### src/rtl/spi_tx_pkg.sv
package spi_tx_pkg;
  localparam int BYTE_W = 8;

  typedef enum logic [2:0] {
    T_IDLE,
    T_SETUP,
    T_RUN,
    T_HOLD,
    T_GAP
  } tmr_state_e;
endpackage

### src/rtl/spi_tx_sync.sv
module spi_tx_sync #(
  parameter int WIDTH = 2,
  parameter int STAGES = 2,
  parameter logic [WIDTH-1:0] RST_VAL = '0
) (
  input  logic             clk,
  input  logic             rst,
  input  logic [WIDTH-1:0] din,
  output logic [WIDTH-1:0] dout
);
  logic [WIDTH-1:0] pipe_q [STAGES];

  always_ff @(posedge clk) begin
    if (rst) begin
      for (int i = 0; i < STAGES; i++) pipe_q[i] <= RST_VAL;
    end else begin
      pipe_q[0] <= din;
      for (int i = 1; i < STAGES; i++) pipe_q[i] <= pipe_q[i-1];
    end
  end

  assign dout = pipe_q[STAGES-1];
endmodule

### src/rtl/spi_tx_mtimer.sv
module spi_tx_mtimer import spi_tx_pkg::*; #(
  parameter int WORD_W = 16,
  parameter int HALF_DIV = 4,
  parameter int GAP_CYC = 8
) (
  input  logic clk,
  input  logic rst,
  input  logic cpol,
  input  logic start,
  output logic sck_q,
  output logic ss_n_q
);
  localparam int MAXC = (HALF_DIV > GAP_CYC) ? HALF_DIV : GAP_CYC;
  localparam int CW = $clog2(MAXC);
  localparam int TW = $clog2(2 * WORD_W);
  localparam logic [CW-1:0] HALF_LAST = CW'(HALF_DIV - 1);
  localparam logic [CW-1:0] GAP_LAST = CW'(GAP_CYC - 1);
  localparam logic [TW-1:0] TOG_LAST = TW'(2 * WORD_W - 1);

  tmr_state_e st_q;
  logic [CW-1:0] cnt_q;
  logic [TW-1:0] tog_q;

  always_ff @(posedge clk) begin
    if (rst) begin
      st_q   <= T_IDLE;
      cnt_q  <= '0;
      tog_q  <= '0;
      sck_q  <= 1'b0;
      ss_n_q <= 1'b1;
    end else begin
      case (st_q)
        T_IDLE: begin
          sck_q  <= cpol;
          ss_n_q <= 1'b1;
          cnt_q  <= '0;
          if (start) begin
            st_q   <= T_SETUP;
            ss_n_q <= 1'b0;
          end
        end
        T_SETUP: begin
          if (cnt_q == HALF_LAST) begin
            cnt_q <= '0;
            tog_q <= '0;
            st_q  <= T_RUN;
          end else cnt_q <= cnt_q + 1'b1;
        end
        T_RUN: begin
          if (cnt_q == HALF_LAST) begin
            cnt_q <= '0;
            sck_q <= ~sck_q;
            if (tog_q == TOG_LAST) st_q <= T_HOLD;
            else tog_q <= tog_q + 1'b1;
          end else cnt_q <= cnt_q + 1'b1;
        end
        T_HOLD: begin
          if (cnt_q == HALF_LAST) begin
            cnt_q  <= '0;
            ss_n_q <= 1'b1;
            st_q   <= T_GAP;
          end else cnt_q <= cnt_q + 1'b1;
        end
        T_GAP: begin
          if (cnt_q == GAP_LAST) begin
            cnt_q <= '0;
            st_q  <= T_IDLE;
          end else cnt_q <= cnt_q + 1'b1;
        end
        default: st_q <= T_IDLE;
      endcase
    end
  end

  // a frame opens with the clock parked at its idle level
  p_frame_idle_r9: assert property (@(posedge clk) disable iff (rst)
    $fell(ss_n_q) |-> (sck_q == cpol));

  // select is released only after every clock transition of the word
  p_frame_len_r10: assert property (@(posedge clk) disable iff (rst)
    $rose(ss_n_q) |-> (tog_q == TOG_LAST));
endmodule

### src/rtl/spi_tx_shreg.sv
module spi_tx_shreg #(
  parameter int WORD_W = 16
) (
  input  logic              clk,
  input  logic              rst,
  input  logic              cpha,
  input  logic              cpol,
  input  logic              sck,
  input  logic              ss_n,
  input  logic              load,
  input  logic [WORD_W-1:0] load_data,
  output logic              sdo,
  output logic              busy,
  output logic              done
);
  localparam int CW = $clog2(WORD_W);
  localparam logic [CW-1:0] BIT_LAST = CW'(WORD_W - 1);

  logic [WORD_W-1:0] sh_q;
  logic [CW-1:0] cnt_q;
  logic sck_prev_q, busy_q, done_q;
  logic lead, trail;

  assign lead  = ~ss_n & (sck_prev_q == cpol) & (sck != cpol);
  assign trail = ~ss_n & (sck_prev_q != cpol) & (sck == cpol);

  always_ff @(posedge clk) begin
    if (rst) begin
      sh_q       <= '0;
      cnt_q      <= '0;
      sck_prev_q <= 1'b0;
      busy_q     <= 1'b0;
      done_q     <= 1'b0;
    end else begin
      sck_prev_q <= sck;
      done_q     <= 1'b0;
      if (load) begin
        sh_q   <= load_data;
        cnt_q  <= '0;
        busy_q <= 1'b1;
      end else if (busy_q) begin
        if (lead && cpha && (cnt_q != '0)) sh_q <= {sh_q[WORD_W-2:0], 1'b0};
        if (trail) begin
          if (!cpha) sh_q <= {sh_q[WORD_W-2:0], 1'b0};
          if (cnt_q == BIT_LAST) begin
            busy_q <= 1'b0;
            done_q <= 1'b1;
          end else cnt_q <= cnt_q + 1'b1;
        end
      end
    end
  end

  assign sdo  = sh_q[WORD_W-1];
  assign busy = busy_q;
  assign done = done_q;

  // with select inactive, only a copy may change the shifter
  p_hold_when_deselected_r11: assert property (@(posedge clk) disable iff (rst)
    (ss_n && !load) |=> $stable(sh_q));
endmodule

### src/rtl/spi_tx_seq.sv
module spi_tx_seq import spi_tx_pkg::*; #(
  parameter int WORD_BYTES = 2,
  parameter int HALF_DIV = 4,
  parameter int GAP_HALVES = 2,
  parameter int SYNC_STAGES = 2
) (
  input  logic                         clk,
  input  logic                         rst,
  input  logic                         sw_rst,
  input  logic                         cfg_we,
  input  logic                         cfg_master,
  input  logic                         cfg_cpol,
  input  logic                         cfg_cpha,
  output logic                         cur_cpol,
  output logic                         cur_cpha,
  input  logic                         wr_en,
  input  logic [BYTE_W*WORD_BYTES-1:0] wr_data,
  output logic                         tx_empty,
  output logic                         overrun,
  input  logic                         sck_i,
  input  logic                         ss_n_i,
  output logic                         sck_o,
  output logic                         ss_n_o,
  output logic                         sdo
);
  localparam int WORD_W = BYTE_W * WORD_BYTES;
  localparam int GAP_CYC = GAP_HALVES * HALF_DIV;

  logic rst_all;
  assign rst_all = rst | sw_rst;

  logic master_q, cpol_q, cpha_q;
  always_ff @(posedge clk) begin
    if (rst_all) begin
      master_q <= 1'b0;
      cpol_q   <= 1'b0;
      cpha_q   <= 1'b1;
    end else if (cfg_we) begin
      master_q <= cfg_master;
      cpol_q   <= cfg_cpol;
      cpha_q   <= cfg_cpha;
    end
  end

  logic [1:0] pin_s;
  spi_tx_sync #(.WIDTH(2), .STAGES(SYNC_STAGES), .RST_VAL(2'b01)) u_sync (
    .clk(clk), .rst(rst_all), .din({sck_i, ss_n_i}), .dout(pin_s)
  );

  logic sh_busy, sh_done, load, set_flag, m0;
  logic tmr_sck, tmr_ss_n, sck_eff, ss_eff_n;
  logic [WORD_W-1:0] hold_q;
  logic hold_full, empty_q, ovr_q;

  assign m0       = master_q & ~cpha_q;
  assign load     = hold_full & ~sh_busy & (master_q | cpha_q | ss_eff_n);
  assign set_flag = m0 ? sh_done : load;
  assign sck_eff  = master_q ? tmr_sck  : pin_s[1];
  assign ss_eff_n = master_q ? tmr_ss_n : pin_s[0];

  spi_tx_mtimer #(.WORD_W(WORD_W), .HALF_DIV(HALF_DIV), .GAP_CYC(GAP_CYC)) u_tmr (
    .clk(clk), .rst(rst_all), .cpol(cpol_q), .start(master_q & sh_busy),
    .sck_q(tmr_sck), .ss_n_q(tmr_ss_n)
  );

  spi_tx_shreg #(.WORD_W(WORD_W)) u_shr (
    .clk(clk), .rst(rst_all), .cpha(cpha_q), .cpol(cpol_q),
    .sck(sck_eff), .ss_n(ss_eff_n), .load(load), .load_data(hold_q),
    .sdo(sdo), .busy(sh_busy), .done(sh_done)
  );

  always_ff @(posedge clk) begin
    if (rst_all) begin
      hold_q    <= '0;
      hold_full <= 1'b0;
      empty_q   <= 1'b1;
      ovr_q     <= 1'b0;
    end else if (wr_en) begin
      hold_q    <= wr_data;
      hold_full <= 1'b1;
      empty_q   <= 1'b0;
      if (!empty_q) ovr_q <= 1'b1;
    end else begin
      if (load) hold_full <= 1'b0;
      if (set_flag) empty_q <= 1'b1;
    end
  end

  assign tx_empty = empty_q;
  assign overrun  = ovr_q;
  assign cur_cpol = cpol_q;
  assign cur_cpha = cpha_q;
  assign sck_o    = master_q ? tmr_sck  : cpol_q;
  assign ss_n_o   = master_q ? tmr_ss_n : 1'b1;

  // a host write always leaves the empty flag low
  p_wr_clear_r2: assert property (@(posedge clk) disable iff (rst_all)
    wr_en |=> !empty_q);

  // writing over an untaken word raises the sticky status
  p_ovr_set_r3: assert property (@(posedge clk) disable iff (rst_all)
    (wr_en && !empty_q) |=> ovr_q);

  p_ovr_sticky_r3: assert property (@(posedge clk) disable iff (rst_all)
    ovr_q |=> ovr_q);

  // a phase-0 slave only starts a word that was copied with select high
  p_s0_wait_r4: assert property (@(posedge clk) disable iff (rst_all)
    ($rose(sh_busy) && $past(!master_q && !cpha_q)) |-> $past(ss_eff_n));

  // phase-0 master raises the flag only right after the word completes
  p_m0_flag_end_r6: assert property (@(posedge clk) disable iff (rst_all)
    ($rose(empty_q) && $past(m0)) |-> $past(sh_done));

  // other modes raise the flag on the edge after the copy
  p_copy_flag_r7: assert property (@(posedge clk) disable iff (rst_all)
    (load && !wr_en && !m0) |=> empty_q);
endmodule

### config.mk
export PLATFORM = sky130hd
export DESIGN_NAME = spi_tx_seq
export DESIGN_NICKNAME = d
export VERILOG_FILES = /design/src/rtl/spi_tx_pkg.sv /design/src/rtl/spi_tx_sync.sv /design/src/rtl/spi_tx_mtimer.sv /design/src/rtl/spi_tx_shreg.sv /design/src/rtl/spi_tx_seq.sv
export SDC_FILE = /design/constraint.sdc
export NUM_CORES = 1
export LEC_CHECK = 0
export ABC_AREA = 1
export BUFFER_PORTS_ARGS = -buffer_cell sky130_fd_sc_hd__clkbuf_2
export CAP_MARGIN = 25
export CELL_PAD_IN_SITES_DETAIL_PLACEMENT = 1
export CELL_PAD_IN_SITES_GLOBAL_PLACEMENT = 1
export CORE_MARGIN = 5
export CORE_UTILIZATION = 45
export CTS_BUF_LIST = sky130_fd_sc_hd__clkbuf_8 sky130_fd_sc_hd__clkbuf_16
export DETAILED_ROUTE_END_ITERATION = 8
export PLACE_DENSITY = 0.8
export SLEW_MARGIN = 20
export SYNTH_ARGS = -nofsm -noshare
export SYNTH_HDL_FRONTEND = slang
export SYNTH_SLANG_ARGS = --single-unit
### constraint.sdc
create_clock -name clk -period 3 [get_ports clk]
set_clock_uncertainty 0.15 [all_clocks]
set_input_delay 0.45 -clock clk [delete_from_list [all_inputs] [get_ports clk]]
set_output_delay 0.45 -clock clk [all_outputs]
set_load 0.05 [all_outputs]
==> results.md <==
* Setup TNS at 0 ns
* Critical path required time at just over 3 ns
* Die area at approximately 8400 sq um
* Cell variety after synth at 33
* Ant. Diodes at 0
* Fin crit period at 2.188 ns
* Postcts setup bufs at 0
* CTS tree: yes
* Routability Congestion at about 0.84
* CP Capture Type: flip-flop
* DRT iter0 DRCs at 129
* Cells after Synth at roughly 420
* Die X at 91.81 um
* Skew-Pair Late Insertion Delay at 0.34 ns
* DR vias at roughly 2800
* Final wirelength at 7936 um
* GRT Total Usage at 0.1957
* CP Class: reg2reg
* RSZ-0062 raised after global routing: false
* Port Buf Inserts at 32
* DP HPWL at 5647 um
* Biggest area consumer among synthesized cells: dfxtp_1
* Syn Std Cell Area at between 3000 and 4000 sq um
* Die height at 91.81 um
* Pleak at between 1.5 and 2 nW
* Net Count, Synth at 457
* Yosys reg bits at 62
* Status: finished clean
* H-tree depth at 3
* Commonest non-fill, non-tap cell in the layout: nand2_1
* Hold buffer count at cts at 0
* Final setup fails at 0
* Worst r2r src: u_shr.cnt_q[0]$_SDFFE_PP0P_
* Top cells by area, synth: dfxtp_1 41%, nand2_1 11%, inv_1 5.7%
* Core Footprint at approximately 6400 sq um
* DRC at 0
* Congestion Overflow GR at 0
* Number of flops mapped to enable cells by yosys at 0
* Detail Route Antenna Nets at 0
* Hold EP: u_sync.pipe_q[0][0]$_SDFF_PP1_
* FF-to-FF path depth at 10
* Starting Density at 0.4689
* Startpoint Class: flip-flop
* Syn_area_per_cell at between 7 and 8 sq um
* CTS max path bufs at 2
* Final slew viol count at 0
* Synth warnings at 0
* VDD IR max at 0.2229 mV
* Vias per cell at between 5 and 6
* Final Net Count at 487
* WP data arrival at roughly 2.2 ns
* WL per Instance at about 15 um
* Top-area cell type share of the netlist area at 0.4121
* Post-CTS resize count at 0
* Cts bufs inserted at 9
* Synthesis-to-finish area growth at 12.21%
* Vias in the first global route at 2921
* Max-cap viol count at 0
* Cell count after placement at 519
* Min-delay src: ss_n_i
* Detailed Routing Iterations Pass 1 at 4
* Root cell of the clock tree: clkbuf_8
* Worst slew margin at 0.4935
* Row count at 29
* Reg2reg setup slack at approximately 0.8 ns
* Clock sink total at 62
* First-pass GRT wire length at ~13000 um
* Sequential fraction of the synthesis area at 0.4121
* Layout cells sized above 1 at 0.1532
* Most frequent cells in the layout: 89 x nand2_1, 62 x dfxtp_1, 49 x inv_1
* Largest net degree at the start of global routing at 38
* R2r endpoint: u_shr.sh_q[15]$_SDFFE_PP0P_
* Max Clk Rate at about 0.46 GHz
* Peak fanout along the critical path at 15
* Reg clk slew, reported paths at 0.07 ns
* Main flop type after synthesis: dfxtp_1
* Worst-Margin Slew at 0.7590 ns
* Cell Pwr Density at about 480 nW/um^2
* Hold path depth at 2
* Initial antenna violation count at 0
* Final hold violation count at 0
* Post-synth ARST share at 0
* Hold crit path type: in2reg
* Layout Cells excl Fill at between 500 and 600
* Final period util at 0.7292
* Ports at 33
-- synth_stat cells, types with 3 or more instances --
library cell  count
nand2_1          89
dfxtp_1          62
inv_1            46
a21oi_1          34
nand3_1          33
nor2_1           31
o21ai_0          30
nor3_1           16
o21ai_1          16
clkbuf_1          9
ha_1              8
nand2_2           8
a21boi_1          7
inv_2             5
nand4_1           4
buf_4             3
nand3_2           3
-- through the flow --
step	worst slack [ns]	hold WS, ns	total power, mW	instance area [sq um]	utilization
finish	0.8124	0.1434	1.620	3379	0.5262
global route	0.5775	0.1354	1.697	3379	0.5262
CTS	0.8221	0.1312	1.643	3379	0.5262
detailed placement	0.8090	0.2542	1.003	3212	0.5001
global placement	0.9497	0.2533	0.9984	3212	0.5001
floorplan	0.4677	0.2425	0.9548	3012	-
-- flip-flops by register name, summed over array words and instances, names as in the netlist --
register	flops
cur_cpol	1
overrun	1
u_shr.sh_q	16
u_tmr.cnt_q	3
hold_q	16
u_shr.done	1
cur_cpha	1
u_tmr.tog_q	5
u_shr.sck_prev_q	1
u_sync.pipe_q	4
u_shr.cnt_q	4
u_tmr.st_q	3
u_tmr.ss_n_q	1
hold_full	1
u_shr.busy	1
tx_empty	1
master_q	1
u_tmr.sck_q	1
-- logic make-up after synthesis --
| group | after synthesis | share of synthesized area |
|---|---|---|
| compound gates | 94 | 0.1699 |
| simple gates | 193 | 0.2962 |
| flops | 62 | 0.4121 |
| xor+xnor | 1 | 0.002909 |
| buf+inv | 65 | 0.08558 |
| fa+ha+maj | 8 | 0.03324 |
-- layer usage --
| layer | part of all wire | vias to the layer above | global-route usage | routed length (um) |
|---|---|---|---|---|
| met5 | 0 | - | 0 | 0 |
| met2 | 0.48 | 28 | 0.3372 | 3771 |
| li1 | - | 1444 | - | - |
| met3 | 0.026 | 17 | 0.03437 | 204 |
| met4 | 0.020 | 0 | 0.07797 | 155 |
| met1 | 0.48 | 1349 | 0.2425 | 3805 |
-- cell type report --
class | count | area (sq um)
fillers | 849 | 3043
multi-input cells | 296 | 1515
flip-flops and latches | 62 | 1241
inverters | 51 | 191.4
repair buffers | 33 | 167.7
clock buffers | 11 | 151.4
well taps | 77 | 96.34
clock inverters | 4 | 16.27
-- worst max-delay path, cell delays in order, from the launching register on --
cell     delay, ns
dfxtp_1       0.37
inv_1         0.09
ha_1          0.20
nand3_1       0.10
nand2_1       0.05
nor2_1        0.11
nand3_2       0.28
nand2_1       0.45
nand2_1       0.10
nand3_1       0.08
a21oi_1       0.06
-- report_power, final --
| part | total [mW] | leakage [nW] | internal (mW) | switching (mW) |
|---|---|---|---|---|
| sequential | 0.848 | 0.503 | 0.837 | 0.0101 |
| clock | 0.635 | 0.0990 | 0.330 | 0.306 |
| combinational | 0.137 | 0.905 | 0.0411 | 0.0959 |
-- worst max path at each step --
stage | startpoint | to | slack (ns)
after floorplan | cur_cpol$_SDFFE_PP0P_ | sck_o | 0.47
after global placement | u_shr.cnt_q[0]$_SDFFE_PP0P_ | u_shr.sh_q[15]$_SDFFE_PP0P_ | 0.95
after detailed placement | u_shr.cnt_q[0]$_SDFFE_PP0P_ | u_shr.sh_q[15]$_SDFFE_PP0P_ | 0.81
after CTS | u_shr.cnt_q[0]$_SDFFE_PP0P_ | u_shr.sh_q[15]$_SDFFE_PP0P_ | 0.82
after global routing | u_shr.cnt_q[0]$_SDFFE_PP0P_ | u_shr.sh_q[7]$_SDFFE_PP0P_ | 0.58
final | u_shr.cnt_q[0]$_SDFFE_PP0P_ | u_shr.sh_q[15]$_SDFFE_PP0P_ | 0.81
Note: power is estimated with default switching activity, not from simulation.
